### config.mk
export PLATFORM = sky130hd
export DESIGN_NAME = idle_gap_ctrl
export DESIGN_NICKNAME = d
export VERILOG_FILES = /design/src/rtl/idle_gap_pkg.sv /design/src/rtl/gap_history.sv /design/src/rtl/gap_need.sv /design/src/rtl/gap_grant.sv /design/src/rtl/idle_gap_ctrl.sv
export SDC_FILE = /design/constraint.sdc
export NUM_CORES = 1
export LEC_CHECK = 0
export BUFFER_PORTS_ARGS = -buffer_cell sky130_fd_sc_hd__buf_2
export CORE_MARGIN = 2
export CORE_UTILIZATION = 38
export DETAILED_ROUTE_END_ITERATION = 8
export PLACE_DENSITY = 0.76
export SLEW_MARGIN = 30
export SYNTH_ARGS = -nofsm -noshare
export SYNTH_HDL_FRONTEND = slang
export SYNTH_SLANG_ARGS = --single-unit
### constraint.sdc
create_clock -name clk -period 3.6 [get_ports clk]
set_clock_uncertainty 0.2 [all_clocks]
set_input_delay 0.54 -clock clk [delete_from_list [all_inputs] [get_ports clk]]
set_output_delay 0.54 -clock clk [all_outputs]
set_load 0.005 [all_outputs]
### src/rtl/idle_gap_pkg.sv
package idle_gap_pkg;

  typedef enum logic {
    ACC_READ  = 1'b0,
    ACC_WRITE = 1'b1
  } acc_kind_e;

  // Turnaround of the ending access is owed only when a read hands the bus
  // to a write, to a multiplexed bus, or to another device.
  function automatic logic turn_owed(input acc_kind_e prev_kind,
                                     input logic      prev_muxed,
                                     input logic      same_cs,
                                     input acc_kind_e next_kind);
    return (prev_kind == ACC_READ) &&
           (prev_muxed || (next_kind == ACC_WRITE) || !same_cs);
  endfunction

endpackage

### src/rtl/gap_history.sv
module gap_history
  import idle_gap_pkg::*;
#(
  parameter int NUM_CS = 4,
  parameter int CNT_W  = 4,
  parameter int CS_W   = $clog2(NUM_CS)
) (
  input  logic             clk,
  input  logic             rst,
  input  logic             end_valid,
  input  acc_kind_e        end_kind,
  input  logic [CS_W-1:0]  end_cs,
  input  logic [CNT_W-1:0] turn_cnt [NUM_CS],
  input  logic [NUM_CS-1:0] turn_muxed,
  output logic             prev_valid,
  output acc_kind_e        prev_kind,
  output logic [CS_W-1:0]  prev_cs,
  output logic [CNT_W-1:0] prev_turn,
  output logic             prev_muxed,
  output logic [CNT_W-1:0] elapsed
);

  localparam logic [CNT_W-1:0] SAT = '1;

  always_ff @(posedge clk) begin
    if (rst) begin
      prev_valid <= 1'b0;
      prev_kind  <= ACC_READ;
      prev_cs    <= '0;
      prev_turn  <= '0;
      prev_muxed <= 1'b0;
      elapsed    <= SAT;
    end else if (end_valid) begin
      // ending access settings are frozen here
      prev_valid <= 1'b1;
      prev_kind  <= end_kind;
      prev_cs    <= end_cs;
      prev_turn  <= turn_cnt[end_cs];
      prev_muxed <= turn_muxed[end_cs];
      elapsed    <= '0;
    end else if (elapsed != SAT) begin
      elapsed <= elapsed + 1'b1;
    end
  end

endmodule

### src/rtl/gap_need.sv
module gap_need
  import idle_gap_pkg::*;
#(
  parameter int NUM_CS = 4,
  parameter int CNT_W  = 4,
  parameter int CS_W   = $clog2(NUM_CS)
) (
  input  logic              prev_valid,
  input  acc_kind_e         prev_kind,
  input  logic [CS_W-1:0]   prev_cs,
  input  logic [CNT_W-1:0]  prev_turn,
  input  logic              prev_muxed,
  input  acc_kind_e         req_kind,
  input  logic [CS_W-1:0]   req_cs,
  input  logic [CNT_W-1:0]  c2c_cnt [NUM_CS],
  input  logic [NUM_CS-1:0] c2c_same_en,
  input  logic [NUM_CS-1:0] c2c_diff_en,
  output logic [CNT_W-1:0]  need
);

  logic             same_cs;
  logic [CNT_W-1:0] turn_part;
  logic [CNT_W-1:0] c2c_part;

  always_comb begin
    same_cs   = (req_cs == prev_cs);
    turn_part = turn_owed(prev_kind, prev_muxed, same_cs, req_kind) ? prev_turn : '0;
    c2c_part  = '0;
    if (same_cs ? c2c_same_en[req_cs] : c2c_diff_en[req_cs])
      c2c_part = c2c_cnt[req_cs];
    if (!prev_valid)
      need = '0;
    else
      need = (turn_part > c2c_part) ? turn_part : c2c_part;
  end

endmodule

### src/rtl/gap_grant.sv
module gap_grant #(
  parameter int CNT_W  = 4,
  parameter int CTRL_W = 4
) (
  input  logic              clk,
  input  logic              rst,
  input  logic              req_valid,
  input  logic              end_valid,
  input  logic [CNT_W-1:0]  elapsed,
  input  logic [CNT_W-1:0]  need,
  input  logic [CTRL_W-1:0] seq_ctrl,
  output logic              grant,
  output logic              hold,
  output logic [CTRL_W-1:0] bus_ctrl
);

  logic busy_q;
  logic ready;
  logic launch;

  always_comb begin
    ready  = (elapsed >= need);
    launch = req_valid && !busy_q && ready;
  end

  always_ff @(posedge clk) begin
    if (rst) begin
      busy_q   <= 1'b0;
      grant    <= 1'b0;
      hold     <= 1'b0;
      bus_ctrl <= '0;
    end else begin
      grant    <= launch;
      hold     <= req_valid && !busy_q && !ready;
      bus_ctrl <= busy_q ? seq_ctrl : '0;
      if (launch)
        busy_q <= 1'b1;
      else if (end_valid)
        busy_q <= 1'b0;
    end
  end

endmodule

### src/rtl/idle_gap_ctrl.sv
module idle_gap_ctrl
  import idle_gap_pkg::*;
#(
  parameter int NUM_CS = 4,
  parameter int CNT_W  = 4,
  parameter int CTRL_W = 4,
  parameter int CS_W   = $clog2(NUM_CS)
) (
  input  logic                    clk,
  input  logic                    rst,
  input  logic [NUM_CS*CNT_W-1:0] cfg_turn_cnt,
  input  logic [NUM_CS-1:0]       cfg_turn_muxed,
  input  logic [NUM_CS*CNT_W-1:0] cfg_c2c_cnt,
  input  logic [NUM_CS-1:0]       cfg_c2c_same_en,
  input  logic [NUM_CS-1:0]       cfg_c2c_diff_en,
  input  logic                    end_valid,
  input  logic                    end_write,
  input  logic [CS_W-1:0]         end_cs,
  input  logic                    req_valid,
  input  logic                    req_write,
  input  logic [CS_W-1:0]         req_cs,
  input  logic [CTRL_W-1:0]       seq_ctrl,
  output logic                    grant,
  output logic                    hold,
  output logic [CTRL_W-1:0]       bus_ctrl
);

  logic [CNT_W-1:0] turn_arr [NUM_CS];
  logic [CNT_W-1:0] c2c_arr  [NUM_CS];

  for (genvar i = 0; i < NUM_CS; i++) begin : g_unpack
    assign turn_arr[i] = cfg_turn_cnt[i*CNT_W +: CNT_W];
    assign c2c_arr[i]  = cfg_c2c_cnt[i*CNT_W +: CNT_W];
  end

  acc_kind_e        end_kind;
  acc_kind_e        req_kind;
  logic             prev_valid;
  acc_kind_e        prev_kind;
  logic [CS_W-1:0]  prev_cs;
  logic [CNT_W-1:0] prev_turn;
  logic             prev_muxed;
  logic [CNT_W-1:0] elapsed;
  logic [CNT_W-1:0] need;

  assign end_kind = acc_kind_e'(end_write);
  assign req_kind = acc_kind_e'(req_write);

  gap_history #(.NUM_CS(NUM_CS), .CNT_W(CNT_W), .CS_W(CS_W)) u_hist (
    .clk        (clk),
    .rst        (rst),
    .end_valid  (end_valid),
    .end_kind   (end_kind),
    .end_cs     (end_cs),
    .turn_cnt   (turn_arr),
    .turn_muxed (cfg_turn_muxed),
    .prev_valid (prev_valid),
    .prev_kind  (prev_kind),
    .prev_cs    (prev_cs),
    .prev_turn  (prev_turn),
    .prev_muxed (prev_muxed),
    .elapsed    (elapsed)
  );

  gap_need #(.NUM_CS(NUM_CS), .CNT_W(CNT_W), .CS_W(CS_W)) u_need (
    .prev_valid  (prev_valid),
    .prev_kind   (prev_kind),
    .prev_cs     (prev_cs),
    .prev_turn   (prev_turn),
    .prev_muxed  (prev_muxed),
    .req_kind    (req_kind),
    .req_cs      (req_cs),
    .c2c_cnt     (c2c_arr),
    .c2c_same_en (cfg_c2c_same_en),
    .c2c_diff_en (cfg_c2c_diff_en),
    .need        (need)
  );

  gap_grant #(.CNT_W(CNT_W), .CTRL_W(CTRL_W)) u_grant (
    .clk       (clk),
    .rst       (rst),
    .req_valid (req_valid),
    .end_valid (end_valid),
    .elapsed   (elapsed),
    .need      (need),
    .seq_ctrl  (seq_ctrl),
    .grant     (grant),
    .hold      (hold),
    .bus_ctrl  (bus_ctrl)
  );

endmodule

### Yosys cells after proc, flatten, opt, wreduce, memory -nomap -nowiden

Index checks and enable logic that the tools add are counted.

| cells by class | value |
|---|---|
| reductions and logical operators | 12 |
| multiplexer cells | 21 |
| order comparisons | 6 |
| bitwise operators | 4 |
| add/subtract/negate cells | 1 |
| equality and inequality tests | 2 |

Operators by type and width:

| operator | number |
|---|---|
| $mux 4 | 10 |
| $bmux 4 s2 | 2 |
| $bmux 1 s2 | 3 |
| $ge 3x3->1 const B | 2 |
| $lt 2x3->1 const B | 2 |
| $mux 1 | 6 |
| $not 2->3 | 2 |
| $add 4x1->4 const B | 1 |
| $ge 4x4->1 | 1 |
| $gt 4x4->1 | 1 |
| $logic_and 1x1->1 | 4 |
| $ne 4x4->1 const B | 1 |
| $reduce_bool 2->1 | 2 |
| $logic_not 1->1 | 3 |
| $eq 2x2->1 | 1 |
| $logic_or 1x1->1 | 2 |
| $not 1->1 | 2 |
| $reduce_or 2->1 | 1 |

| storage, ports and cells | value |
|---|---|
| logic and storage cells | 56 |
| register bits | 20 |

### Logic depth before layout (Yosys ltp)

| depth | value |
|---|---|
| depth after elaboration | 11 |
| depth in mapped cells | 18 |

### Cells and area by module

From an unflattened synthesis, not the netlist that was laid out.

| second synthesis, totals | value |
|---|---|
| cell total of the unflattened synthesis | 135 |
| area total of the unflattened synthesis | 1378.8 µm² |

Modules (own cells, without submodules):

| module | cells an instance | area an instance (µm²) | times used |
|---|---|---|---|
| gap_history | 53 | 615.6 | 1 |
| gap_need | 52 | 462.9 | 1 |
| gap_grant | 30 | 300.3 | 1 |

### Worst setup path before layout

OpenSTA, ideal clock, no wires.

| timing | value |
|---|---|
| path type | in2reg |
| from | in req_cs[0] |
| to | reg u_grant.busy_q |
| data arrival time | 3519 ps |
| setup time | 136 ps |
| buffers on the path | 1 |
| stages | 18 |
| path slack | -255 ps |
| cell sequence | buf_6 -> or2_4 -> a2bb2oi_2 -> o32ai_2 -> a31oi_2 -> nand2_1 -> ha_1 -> nor2b_1 -> o21bai_1 -> o2bb2ai_1 -> nor2_1 -> a32o_1 -> ha_1 -> nand2b_1 -> a21o_1 -> a21o_1 -> a21oi_1 -> o32ai_1 |

| on the way | value |
|---|---|
| cells in the longest elaborated chain, start to end | 11 |
| elaborated cells on any way between the ends | 22 |
| those cells by class | order compare: 2; eq/ne: 1; mux: 13; bitwise: 1; reduce/logical: 5 |

RTL lines:

| item | RTL line | text |
|---|---|---|
| from (decl) | idle_gap_ctrl.sv:21 | `input logic [CS_W-1:0] req_cs,` |
| $not 2->3 (implied by the code) / $eq 2x2->1 (equally long branches) | gap_need.sv:30, gap_need.sv:26 |  |
| $bmux 4 s2 / $logic_not 1->1 (equally long branches) | gap_need.sv:30, idle_gap_pkg.sv:15 |  |
| $mux 4 (implied by the code) / $logic_or 1x1->1 (equally long branches) | gap_need.sv:30, idle_gap_pkg.sv:15 |  |
| $mux 4 (implied by the code) / $logic_and 1x1->1 (equally long branches) | gap_need.sv:30, idle_gap_pkg.sv:14 |  |
| $mux 4 (on tied branches) | gap_need.sv:29, gap_need.sv:27 |  |
| $gt 4x4->1 | gap_need.sv:34 | `need = (turn_part > c2c_part) ? turn_part : c2c_part;` |
| $mux 4 (*) | gap_need.sv:34 |  |
| $mux 4 (*) | gap_need.sv:31 | `if (!prev_valid)` |
| $ge 4x4->1 (*) | gap_grant.sv:22 | `ready = (elapsed >= need);` |
| $logic_and 1x1->1 (*) | gap_grant.sv:23 | `launch = req_valid && !busy_q && ready;` |
| $mux 1 / $reduce_bool 2->1 (equally long branches) | n/a |  |
| to (signal assigned) | gap_grant.sv:28 | `busy_q <= 1'b0;` |
| to (signal assigned) | gap_grant.sv:37 | `busy_q <= 1'b1;` |
| to (signal assigned) | gap_grant.sv:39 | `busy_q <= 1'b0;` |
| to (decl) | gap_grant.sv:17 | `logic busy_q;` |

Every way passes the cells marked *; elsewhere a longest branch is shown, timed or not. The select of a mux whose other input is x is not followed.
A chain may end at the register's enable or synchronous reset.

### Worst setup path after layout

Same ends and word-level chain as after synthesis.

==> impl_metrics.json <==
{
  "status": "complete, no violations",
  "rows": 21,
  "clk_latency_ns": 0.31,
  "critPathArrivalTime_ns": 3.53,
  "min_period_ns": 3.54,
  "cts_hold_buf": 0,
  "p_int_mw": 0.416,
  "insertedDiodeCount": 0,
  "setup_tns_ns": 0,
  "p_clk_share_pct": 22.4,
  "fill_cells": 296,
  "synth.area.mux_share_pct": 25.3,
  "grt_pass1_wl_um": 5030,
  "yosysWarnings": 0,
  "start_util_pct": 39.2,
  "syn_inst": 125,
  "synth_edf_count": 0,
  "synthAdderAreaFrac_pct": 8.75,
  "synth_simple_gate_area_share_pct": 15.5,
  "p_switching_mw": 0.167,
  "cap_violations": 0,
  "rsz0062_at_grt": "true",
  "synth_top_area_share_pct": 31.1,
  "relSlewSlack_pct": 78.0,
  "drc": 0,
  "min_path_type": "in -> reg",
  "ctsHtreeMaxLevel": 1,
  "die_area_mm2": 0.00387,
  "switching_share_pct": 28.6,
  "hold_slack_ns": 0.269,
  "grt_use_total_pct": 16.2,
  "synth_xor_area_share_pct": 0.680,
  "viasPerCell": 5.06,
  "min_period_over_period_pct": 98.3,
  "required_ns": 3.59,
  "grt_pass1_vias": 1194,
  "synth_top_flop_cell": "dfxtp_1",
  "layout-drive-gt1-share_pct": 49.5,
  "setup_viol": 0,
  "cts_tree": "built",
  "synth_compound_area_share_pct": 14.7,
  "worstSetupPathType": "in -> reg",
  "worst_slew_pin_slew_ns": 0.330,
  "root_buffer": "clkbuf_4",
  "io_pins": 64,
  "dr.pass1.iters": 4,
  "synth_top_family_by_area": "multiplexers",
  "cts_resized": 0,
  "synth.distinct_cells": 32,
  "cp_max_fo": 5,
  "cp-start-kind": "input pin",
  "nets": 266,
  "antenna_left": 0,
  "slowest_stage": "ha_4",
  "wl_per_cell_um": 12.5,
  "syn-num-nets": 192,
  "vdd_drop_max_v": 0.000177,
  "clock_tree.buffer_depth": 2,
  "syn_area_mm2": 0.00129,
  "seq_power_share_pct": 43.2,
  "grt_max_degree": 15,
  "crit_chain": "buf_2 -> or2_4 -> a2bb2oi_2 -> o32ai_2 -> a31oi_2 -> nand2_1 -> ha_4 -> nand2_1 -> o21bai_1 -> o2bb2ai_2 -> and3_1 -> a32o_1 -> ha_1 -> nand2b_1 -> a21o_1 -> a21o_1 -> a21oi_2 -> o32ai_1",
  "maxSlewViolCount": 0,
  "hold_viol": 0,
  "synthArstFlopShare_pct": 0,
  "drt_iter0_drc": 29,
  "leakage_nw": 0.882,
  "post-route-util_pct": 54.2,
  "cts_buffers": 3,
  "synth_common_cells": "dfxtp_1, nor2_1, mux2i_1, mux4_2, ha_1",
  "yosysSeqAreaShare_pct": 31.1,
  "io_buffers": 63,
  "overflow": 0,
  "max_freq_mhz": 283,
  "vias": 1234,
  "clock_sinks": 20,
  "core_area_mm2": 0.00328,
  "path_clk_slew_ns": 0.11,
  "grt_antenna_before_repair": 0,
  "synth_area_per_cell_um2": 10.3,
  "area_growth_pct": 38.3,
  "slowest_delay_ns": 0.29,
  "dpl.hpwl_um": 2520,
  "crit_path_end_kind": "flip-flop",
  "globalplace.congestion": 0.814,
  "die_h_um": 62.2,
  "yosysMostFrequentCell": "dfxtp_1",
  "combPwrFrac_pct": 34.3,
  "postCtsSetupBuffers": 0,
  "powerDensity_mw_per_mm2": 327,
  "wirelength_um": 3040,
  "netlist_top_cells_area": "dfxtp_1, mux4_2, ha_1",
  "die-width_um": 62.2,
  "ys_seq_elements": 20,
  "synth_area_leader_cell": "dfxtp_1"
}
-- power groups by stage --
stage	logic (mW)	clock network, mW	registers, mW
2_1_floorplan	0.125	0	0.253
3_3_place_gp	0.193	0	0.256
3_5_place_dp	0.197	0	0.257
4_1_cts	0.198	0.133	0.252
5_1_grt	0.222	0.147	0.255
6_report	0.200	0.131	0.252
-- per-layer routing --
layer	share of wire, %	GRT usage (%)	wire, µm
met4	0.82	4.17	25
met5	0	0	0
met3	6.8	5.62	208
met2	51	30.0	1560
met1	41	17.5	1250
-- worst max-delay path, delay by kind of cell --
kind,cells,cell delay [ns]
compound gates,10,1.53
simple gates,5,0.77
fa+ha+maj,2,0.55
buf+inv,1,0.13
-- layout make-up --
type                            count  area, µm²  area share (%)
Clock buffer                        4       36.3            2.04
Inverter                            5       18.8            1.05
Multi-Input combinational cell     94        861            48.3
Sequential cell                    20        402            22.6
Tap cell                           46       57.6            3.23
Timing Repair Buffer               75        405            22.8
-- registers in the layout, indices dropped and copies added, names as in the netlist --
signal / count
u_grant.bus_ctrl: 4
u_hist.elapsed: 4
u_hist.prev_turn: 4
u_hist.prev_cs: 2
u_grant.busy_q: 1
u_grant.grant: 1
u_grant.hold: 1
u_hist.prev_kind: 1
u_hist.prev_muxed: 1
u_hist.prev_valid: 1
-- layout by cell type, fill, tap and decap left out, types with 2 or more instances in the layout --
| cell | instances |
|---|---|
| nor2_1 | 11 |
| ha_1 | 8 |
| nand3_1 | 3 |
| mux4_2 | 10 |
| dfxtp_1 | 19 |
| nand2b_1 | 2 |
| and2_1 | 4 |
| mux2i_1 | 10 |
| nand2_1 | 8 |
| a21o_1 | 2 |
| buf_2 | 63 |
| a211oi_1 | 2 |
| and3_1 | 8 |
| a21oi_1 | 2 |
| a22oi_1 | 3 |
| o21ai_0 | 5 |
| buf_4 | 12 |
| inv_1 | 5 |
| clkbuf_4 | 3 |
-- kinds of logic after synthesis --
logic type               count (synthesis)
buffers and inverters                   11
AO/OA/AOI/OAI                           24
adder cells (fa/ha/maj)                  9
multiplexers                            20
AND/OR/NAND/NOR                         40
flip-flops                              20
XOR/XNOR                                 1
-- stage by stage --
stage,power [mW],std cells,instance area [µm²],setup slack (ns)
floorplan,0.378,125,1310,-0.152
global placement,0.449,240,1730,-0.172
detailed placement,0.454,240,1730,-0.256
CTS,0.583,244,1770,0.0668
global route,0.624,244,1780,-0.0686
finish,0.582,244,1780,0.0613
-- path summary, 6_finish.rpt --
kind                     startpoint          endpoint  slack [ns]  cells after the start
setup / recovery          req_cs[0]    u_grant.busy_q        0.06                     18
hold / removal            end_write  u_hist.prev_kind        0.27                      3
setup reg to reg  u_hist.prev_cs[0]    u_grant.busy_q        0.10                     17
hold reg to reg    u_hist.prev_kind  u_hist.prev_kind        0.31                      2
No activity file was read; power rests on OpenSTA's default activity.
